$ cat src/rtl/trace_pkg.sv
package trace_pkg;
  typedef enum logic [1:0] {
    TM_OFF  = 2'b00,
    TM_FLOW = 2'b01,
    TM_EACH = 2'b10,
    TM_RSVD = 2'b11
  } tmode_t;

  localparam int unsigned TRACE_VEC = 9;

  function automatic logic [11:0] vec_offset(input int unsigned vec);
    return 12'(vec * 4);
  endfunction
endpackage

$ cat src/rtl/trace_ctx.sv
module trace_ctx
  import trace_pkg::*;
#(
  parameter int AW  = 32,
  parameter int SRW = 16,
  parameter int THI = 15
) (
  input  logic           clk,
  input  logic           rst,
  input  logic           hold_i,
  input  logic [SRW-1:0] sr_i,
  input  logic           start_i,
  input  logic [AW-1:0]  addr_i,
  input  logic           flow_i,
  input  logic           retire_i,
  input  logic           irq_i,
  input  logic           fault_i,
  input  logic           abort_i,
  input  logic           rte_i,
  output logic           fire_o,
  output logic [AW-1:0]  addr_o
);
  tmode_t          mode_q, dmode_q, mode_eff;
  logic            act_q, flow_q, dval_q, dflow_q;
  logic [AW-1:0]   addr_q, daddr_q, addr_eff;
  logic            act_eff, flow_eff;
  logic            st, rt, cancel, ab, fl;

  // all events are masked while a trace exception is in progress
  assign st     = start_i  & ~hold_i;
  assign rt     = retire_i & ~hold_i;
  assign cancel = (irq_i | fault_i) & ~hold_i;
  assign ab     = abort_i  & ~hold_i;
  assign fl     = flow_i   & ~hold_i;

  always_comb begin
    mode_eff = st ? tmode_t'(sr_i[THI -: 2]) : mode_q;
    addr_eff = st ? addr_i : addr_q;
    act_eff  = st | act_q;
    flow_eff = (st ? 1'b0 : flow_q) | fl;
  end

  assign fire_o = rt & act_eff & ~rte_i & ~cancel & ~ab &
                  ((mode_eff == TM_EACH) | ((mode_eff == TM_FLOW) & flow_eff));
  assign addr_o = addr_eff;

  always_ff @(posedge clk) begin
    if (rst) begin
      act_q   <= 1'b0;
      flow_q  <= 1'b0;
      mode_q  <= TM_OFF;
      addr_q  <= '0;
      dval_q  <= 1'b0;
      dflow_q <= 1'b0;
      dmode_q <= TM_OFF;
      daddr_q <= '0;
    end else if (rt && rte_i && dval_q) begin
      // resume of a faulted instruction: restore its saved context
      act_q  <= 1'b1;
      mode_q <= dmode_q;
      addr_q <= daddr_q;
      flow_q <= dflow_q;
      dval_q <= 1'b0;
    end else if (rt || cancel) begin
      act_q  <= 1'b0;
      flow_q <= 1'b0;
    end else if (ab) begin
      dval_q  <= act_eff;
      dmode_q <= mode_eff;
      daddr_q <= addr_eff;
      dflow_q <= flow_eff;
      act_q   <= 1'b0;
      flow_q  <= 1'b0;
    end else if (act_eff) begin
      act_q  <= 1'b1;
      mode_q <= mode_eff;
      addr_q <= addr_eff;
      flow_q <= flow_eff;
    end
  end

  a_r8_rte_silent: assert property (@(posedge clk) disable iff (rst)
    (retire_i && rte_i) |-> !fire_o);
  a_r10_hold_quiet: assert property (@(posedge clk) disable iff (rst)
    hold_i |-> !fire_o);
  a_r6_cancel_clears: assert property (@(posedge clk) disable iff (rst)
    ((irq_i || fault_i) && !hold_i) |=> !act_q);
endmodule

$ cat src/rtl/trace_frame.sv
module trace_frame #(
  parameter int AW  = 32,
  parameter int SRW = 16
) (
  input  logic           clk,
  input  logic           rst,
  input  logic           fire_i,
  input  logic           ack_i,
  input  logic [AW-1:0]  addr_i,
  input  logic [AW-1:0]  npc_i,
  input  logic [SRW-1:0] sr_i,
  output logic           req_o,
  output logic [AW-1:0]  addr_o,
  output logic [AW-1:0]  npc_o,
  output logic [SRW-1:0] sr_o
);
  always_ff @(posedge clk) begin
    if (rst) begin
      req_o  <= 1'b0;
      addr_o <= '0;
      npc_o  <= '0;
      sr_o   <= '0;
    end else if (fire_i && !req_o) begin
      req_o  <= 1'b1;
      addr_o <= addr_i;
      npc_o  <= npc_i;
      sr_o   <= sr_i;
    end else if (req_o && ack_i) begin
      req_o <= 1'b0;
    end
  end

  a_r9_req_held: assert property (@(posedge clk) disable iff (rst)
    (req_o && !ack_i) |=> req_o);
  a_r9_frame_steady: assert property (@(posedge clk) disable iff (rst)
    (req_o && !ack_i) |=> ($stable(addr_o) && $stable(npc_o) && $stable(sr_o)));
  a_r2_fire_raises: assert property (@(posedge clk) disable iff (rst)
    (fire_i && !req_o) |=> req_o);
endmodule

$ cat src/rtl/trace_exc_ctrl.sv
module trace_exc_ctrl
  import trace_pkg::*;
#(
  parameter int AW   = 32,
  parameter int SRW  = 16,
  parameter int THI  = 15,
  parameter int VOW  = 12,
  parameter int VEC  = TRACE_VEC
) (
  input  logic           clk,
  input  logic           rst,
  input  logic [SRW-1:0] sr_i,
  input  logic           insn_start_i,
  input  logic [AW-1:0]  insn_addr_i,
  input  logic           pc_jump_i,
  input  logic           br_taken_i,
  input  logic           retire_i,
  input  logic [AW-1:0]  next_pc_i,
  input  logic           irq_take_i,
  input  logic           fault_i,
  input  logic           abort_i,
  input  logic           rte_resume_i,
  input  logic           trace_ack_i,
  output logic           trace_req_o,
  output logic [AW-1:0]  frm_insn_addr_o,
  output logic [VOW-1:0] frm_vec_off_o,
  output logic [AW-1:0]  frm_next_pc_o,
  output logic [SRW-1:0] frm_sr_o
);
  localparam logic [VOW-1:0] VOFF = VOW'(vec_offset(VEC));

  logic          fire;
  logic [AW-1:0] ctx_addr;

  trace_ctx #(.AW(AW), .SRW(SRW), .THI(THI)) u_ctx (
    .clk      (clk),
    .rst      (rst),
    .hold_i   (trace_req_o),
    .sr_i     (sr_i),
    .start_i  (insn_start_i),
    .addr_i   (insn_addr_i),
    .flow_i   (pc_jump_i | br_taken_i),
    .retire_i (retire_i),
    .irq_i    (irq_take_i),
    .fault_i  (fault_i),
    .abort_i  (abort_i),
    .rte_i    (rte_resume_i),
    .fire_o   (fire),
    .addr_o   (ctx_addr)
  );

  trace_frame #(.AW(AW), .SRW(SRW)) u_frame (
    .clk    (clk),
    .rst    (rst),
    .fire_i (fire),
    .ack_i  (trace_ack_i),
    .addr_i (ctx_addr),
    .npc_i  (next_pc_i),
    .sr_i   (sr_i),
    .req_o  (trace_req_o),
    .addr_o (frm_insn_addr_o),
    .npc_o  (frm_next_pc_o),
    .sr_o   (frm_sr_o)
  );

  assign frm_vec_off_o = VOFF;

  a_r9_drop_on_ack: assert property (@(posedge clk) disable iff (rst)
    (trace_req_o && trace_ack_i) |=> !trace_req_o);
endmodule

$ cat config.mk
export PLATFORM = sky130hd
export DESIGN_NAME = trace_exc_ctrl
export DESIGN_NICKNAME = d
export VERILOG_FILES = /design/src/rtl/trace_pkg.sv /design/src/rtl/trace_ctx.sv /design/src/rtl/trace_frame.sv /design/src/rtl/trace_exc_ctrl.sv
export SDC_FILE = /design/constraint.sdc
export NUM_CORES = 1
export LEC_CHECK = 0
export BUFFER_PORTS_ARGS = -buffer_cell sky130_fd_sc_hd__buf_2
export CORE_MARGIN = 1.5
export CORE_UTILIZATION = 41
export CTS_CLUSTER_DIAMETER = 100
export DETAILED_ROUTE_END_ITERATION = 6
export PLACE_DENSITY = 0.61
export SLEW_MARGIN = 20
export SYNTH_ARGS = -nofsm -noshare
export SYNTH_HDL_FRONTEND = slang
export SYNTH_HIERARCHICAL = 1
export SYNTH_SLANG_ARGS = --single-unit
export TNS_END_PERCENT = 30
$ cat constraint.sdc
create_clock -name clk -period 2.2 [get_ports clk]
set_input_delay 0.33 -clock clk [delete_from_list [all_inputs] [get_ports clk]]
set_output_delay 0.33 -clock clk [all_outputs]
set_load 0.02 [all_outputs]
Word-level counts from Yosys, hierarchy flattened

Index checks and enable logic that the tools add are counted.

Multiplexer cells: 21
Divide/modulo/power cells: 0
Multiply operators: 0
Reductions and logical operators: 13
$add $sub $neg: 0
Bitwise logic cells: 22
Shifts and indexed selects: 0
Equality and inequality tests: 4
Order comparisons: 0

Operator list:

| operator                                               | number |
|---|---|
| 2-to-1 mux 32 bit                                      | 5 |
| AND 1 bit                                              | 11 |
| 2-to-1 mux 1 bit                                       | 11 |
| 2-to-1 mux 2 bit                                       | 5 |
| inverter 1 bit                                         | 6 |
| AND reduction 3 bit                                    | 2 |
| bitwise OR 1 bit                                       | 5 |
| logical AND 1 bit                                      | 4 |
| nonzero test 2 bit                                     | 2 |
| nonzero test 4 bit                                     | 1 |
| equality test 2 x 1 -> 1 bit (second input constant)   | 1 |
| equality test 2 bit (second input constant)            | 1 |
| inequality test 2 x 1 -> 1 bit (second input constant) | 1 |
| inequality test 2 bit (second input constant)          | 1 |
| AND reduction 2 bit                                    | 1 |
| OR reduction 2 bit                                     | 1 |
| logical NOT 1 bit                                      | 1 |
| logical OR 1 bit                                       | 1 |

Memories kept: 0
Output and inout port bits: 93
Word-level logic and storage cells: 72
Bits in latches: 0
Bits of input ports: 91
Bits in writable memories: 0
Bits in read-only memories: 0
Bits in registers: 153

Logic depth before layout (Yosys ltp)

Depth after elaboration: 10
Mapped depth: 11
Mapped depth without buffers: 7

Modules after synthesis

The synthesis kept the hierarchy.

Modules (own cells, without submodules):

| module         | seq. area each (µm²) | area an instance (µm²) | cells an instance | times used |
|---|---|---|---|---|
| trace_frame    | 1621.6               | 4135.2                 | 369               | 1 |
| trace_ctx      | 1441.4               | 3860.0                 | 390               | 1 |
| trace_exc_ctrl | 0.0                  | 103.8                  | 15                | 1 |

Least setup slack after synthesis

Ideal clock, no wire load.

Kind: reg2reg
Start: reg u_frame.req_o
End: reg u_frame.npc_o[0]
Setup slack: 97 ps
Buffers on the path: 5
Required time: 2084 ps
Clock period less this slack: 2103 ps
Data arrival time: 1987 ps
Library setup time: 116 ps
Stages on the path, launching flop included: 12
Path through: dfxtp_1 -> nand2b_1 -> buf_6 -> buf_6 -> nand2_1 -> a21oi_1 -> o2111a_1 -> buf_6 -> nor2b_4 -> buf_12 -> buf_12 -> o21ai_2

Longest elaborated chain between the ends: 9
Elaborated cells on any way between the ends: 23
Those cells by class: 2 x eq/ne; 2 x mux; 17 x bitwise; 2 x reduce/logical

Ends and longest elaborated chain:

| element                  | line                 | text |
|---|---|---|
| start: declaration       | trace_frame.sv:12    | `output logic req_o,` |
| start signal: assignment | trace_frame.sv:19    | `req_o <= 1'b0;` |
| start signal: assignment | trace_frame.sv:24    | `req_o <= 1'b1;` |
| start signal: assignment | trace_frame.sv:29    | `req_o <= 1'b0;` |
| inverter 1 bit *         | --                   |  |
| AND 1 bit                | trace_ctx.sv:30      | `assign st = start_i & ~hold_i;` |
| bitwise OR 1 bit         | trace_ctx.sv:39      | `act_eff = st \| act_q;` |
| AND 1 bit (4 in series)  | trace_ctx.sv:43      | `assign fire_o = rt & act_eff & ~rte_i & ~cancel & ~ab &` |
| AND 1 bit *              | trace_ctx.sv:43      |  |
| net fire                 | trace_exc_ctrl.sv:32 | `logic fire;` |
| logical AND 1 bit *      | trace_frame.sv:23    | `end else if (fire_i && !req_o) begin` |
| end signal: assignment   | trace_frame.sv:26    | `npc_o <= npc_i;` |
| end: declaration         | trace_frame.sv:14    | `output logic [AW-1:0] npc_o,` |

Mark *: on every way through the listed nets, which the timed path passes. The rest lies on a longest branch.
A chain may end at the register's enable or synchronous reset.

Final worst setup path

Start: reg u_frame.req_o
End: out trace_req_o

RTL lines:

| element          | line                 | text |
|---|---|---|
| end: declaration | trace_exc_ctrl.sv:24 | `output logic trace_req_o,` |

No word-level cell between the ends.

==> metrics <==
Final Skew about 12 ps; max-cap violations 0; Rows 51; DR vias/cell 5.25; Max-slew headroom 0.574; die area 20600 um^2; H-tree levels 4; Layout fillers between 1500 and 2000; Cell Chain, Critical Path buf_4 -> buf_4 -> buf_2; CTS Buf Count 17; P_sw ~1400 uW; RSZ-0062 raised after global routing no; most used cell, CP buf_4; Pleak between 0.003 and 0.004 uW; post-synthesis cell area between 8000 and 9000 um^2; antenna violations before repair 0; minimum clock period between 2000 and 2500 ps; sw frac 0.234; Top Metal Used met4; grt ovf 0; worst slew pin tran 639 ps; core area slightly below 20000 um^2; WL final ~20000 um; crit path DAT approximately 1700 ps; Post CTS Setup Buffer Count 0; Fin. Hold Viols 0; Yosys top cell area share 0.378; count leader, synth dfxtp_1; Routed met3 length around 860 um; worst min-delay path category primary input to flop; clock power share 0.464; vias ~6000; largest net degree at the start of global routing 77; synth cell count leaders dfxtp_1 (153), nand2b_1 (83), nand4bb_1 (80), o21ai_2 (80), nor2_1 (41); Max Slew Vio Count 0; Setup TNS 0 ps; synthesized area per cell between 10 and 15 um^2; Yosys cell types 38; Overall Global Routing Usage 0.189; Num Clock Sinks 153; Ports roughly 180; CTS resizes 0; peak supply drop roughly 480 uV; yosys warns 6; WP buf/inv 3; worst skew pair latency 430 ps; Metal-1 WL a little under 10000 um; internal power 4730 uW; CTS max path bufs 2; ant diodes 0; Pre-antenna DRT Iters 6; Setup CP Type flop to primary output; First DRT Iteration DRCs 350; CTS tree yes; PwrDens about 660 nW/um^2; clk slew on worst S/H paths 60 ps; sequential share of the synthesized area 0.378; Final Cycle Share 0.942; Die W roughly 140 um; Max stage delay cell, worst path buf_4; gp weighted congestion approximately 0.7; worst path required time around 1900 ps; vias in the first global route roughly 6000; Seq pwr share 0.455; Cells after Synth between 700 and 800; Top delay family on crit path buffers and inverters; drt drc 0; fin nets roughly 990; CP Max Fanout 42; first-pass GRT wire length slightly above 30000 um; clock root buffer clkbuf_16; ys async rst share 0; IO Port Bufs 171; met2 routed WL 8830 um; top cell type by total area after synthesis dfxtp_1; top post-synthesis cells by area dfxtp_1 (38%), nand4bb_1 (11%), o21ai_2 (8.7%), nand2b_1 (6.4%), mux2i_1 (4.0%); status finished clean; Fmax 482 MHz; Setup violations, final 0; #FFs+latches synth approximately 150; crit start category flop; Avg WL per Cell roughly 17 um; element type at the critical path end primary output; Gate power share 0.082; P&R area growth vs syn 16.1%; post-DP HPWL between 10000 and 15000 um; layout cell share with drive strength beyond 1 0.354; DIE HEIGHT 144 um; Largest stage delay, worst path roughly 400 ps; post-route ant nets 0; Util after Layout 0.485; hold buffer count at CTS 0; ys flop type dfxtp_1; Initial Util 0.418; EDFF count, synth 0
metal layers:
| layer | GRT usage | up-vias |
|---|---|---|
| met5 | 0 | - |
| met4 | 0.0602 | 0 |
| met3 | 0.0357 | 17 |
| met2 | 0.299 | 157 |
| met1 | 0.258 | 2922 |
| li1 | - | 3088 |
metrics by stage:
stage          area [um^2]  hold WS [ps]  instances  worst slack, ps  total power, uW
2_1_floorplan         8140           428        784             97.2             3240
4_1_cts               9410          77.4       1178              102             6270
5_1_grt               9410          77.1       1178             16.3             6420
6_report              9410          98.2       1178              127             6180
3_5_place_dp          8830           449       1146             82.9             3370
3_3_place_gp          8830           449       1146              138             3370
state kept, by name, summed over array words and instances (netlist names):
| name | cells |
|---|---|
| u_ctx/addr_q | 32 |
| u_ctx/act_q | 1 |
| u_ctx/flow_q | 1 |
| u_ctx/dflow_q | 1 |
| u_frame/npc_o | 32 |
| u_frame/req_o | 1 |
| u_ctx/dmode_q | 2 |
| u_ctx/daddr_q | 32 |
| u_ctx/mode_q | 2 |
| u_frame/sr_o | 16 |
| u_ctx/dval_q | 1 |
| u_frame/addr_o | 32 |
kinds of logic after synthesis:
| kind of cell | after synthesis | share of synthesized area |
|---|---|---|
| other cells | 2 | 0.000927 |
| buf+inv | 100 | 0.0987 |
| simple gates | 257 | 0.247 |
| compound gates | 230 | 0.236 |
| flops | 153 | 0.378 |
| mux | 32 | 0.0395 |
final cells by class:
type	count	area (um^2)	area share
clock buffers	21	450	0.0479
clock inverters	11	121	0.0129
multi-input cells	531	4290	0.456
flip-flops and latches	153	3070	0.326
well taps	265	332	0.0353
repair buffers	197	1140	0.122
placed cells by master, fill, tap and decap left out, types with 2 or more instances in the layout:
cell,Yosys,routed
buf_2,25,170
dfxtp_1,153,151
nand2b_1,83,82
nand4bb_1,80,80
o21ai_2,80,80
nor2_1,41,41
and3b_1,34,34
a31oi_1,34,34
a2bb2oi_1,34,34
o2bb2ai_1,34,34
a21o_1,33,33
mux2i_1,32,32
buf_4,17,19
clkbuf_16,0,17
conb_1,2,12
buf_12,9,7
nand2_1,7,7
clkinv_2,0,4
a21oi_1,4,4
clkbuf_1,25,3
nor2b_1,3,3
clkinvlp_4,0,2
clkinv_4,0,2
bufinv_16,0,2
o21ai_0,2,2
nor2_4,2,2
a311oi_2,2,2
power groups by stage:
stage | logic (uW) | registers [uW] | clock network, uW
after floorplan | 371 | 2870 | 0
after global placement | 505 | 2870 | 0
after detailed placement | 505 | 2870 | 0
after CTS | 508 | 2810 | 2950
after global routing | 549 | 2810 | 3070
final | 505 | 2810 | 2860
final timing paths:
path	start	endpoint	slack (ps)	depth (start not counted)
setup / recovery	u_frame/req_o	trace_req_o	130	3
hold / removal	trace_ack_i	u_frame/req_o	100	2
setup reg to reg	u_frame/req_o	u_frame/addr_o[7]	280	7
hold reg to reg	u_ctx/dflow_q	u_ctx/flow_q	460	2
No activity file was read; power rests on OpenSTA's default activity.
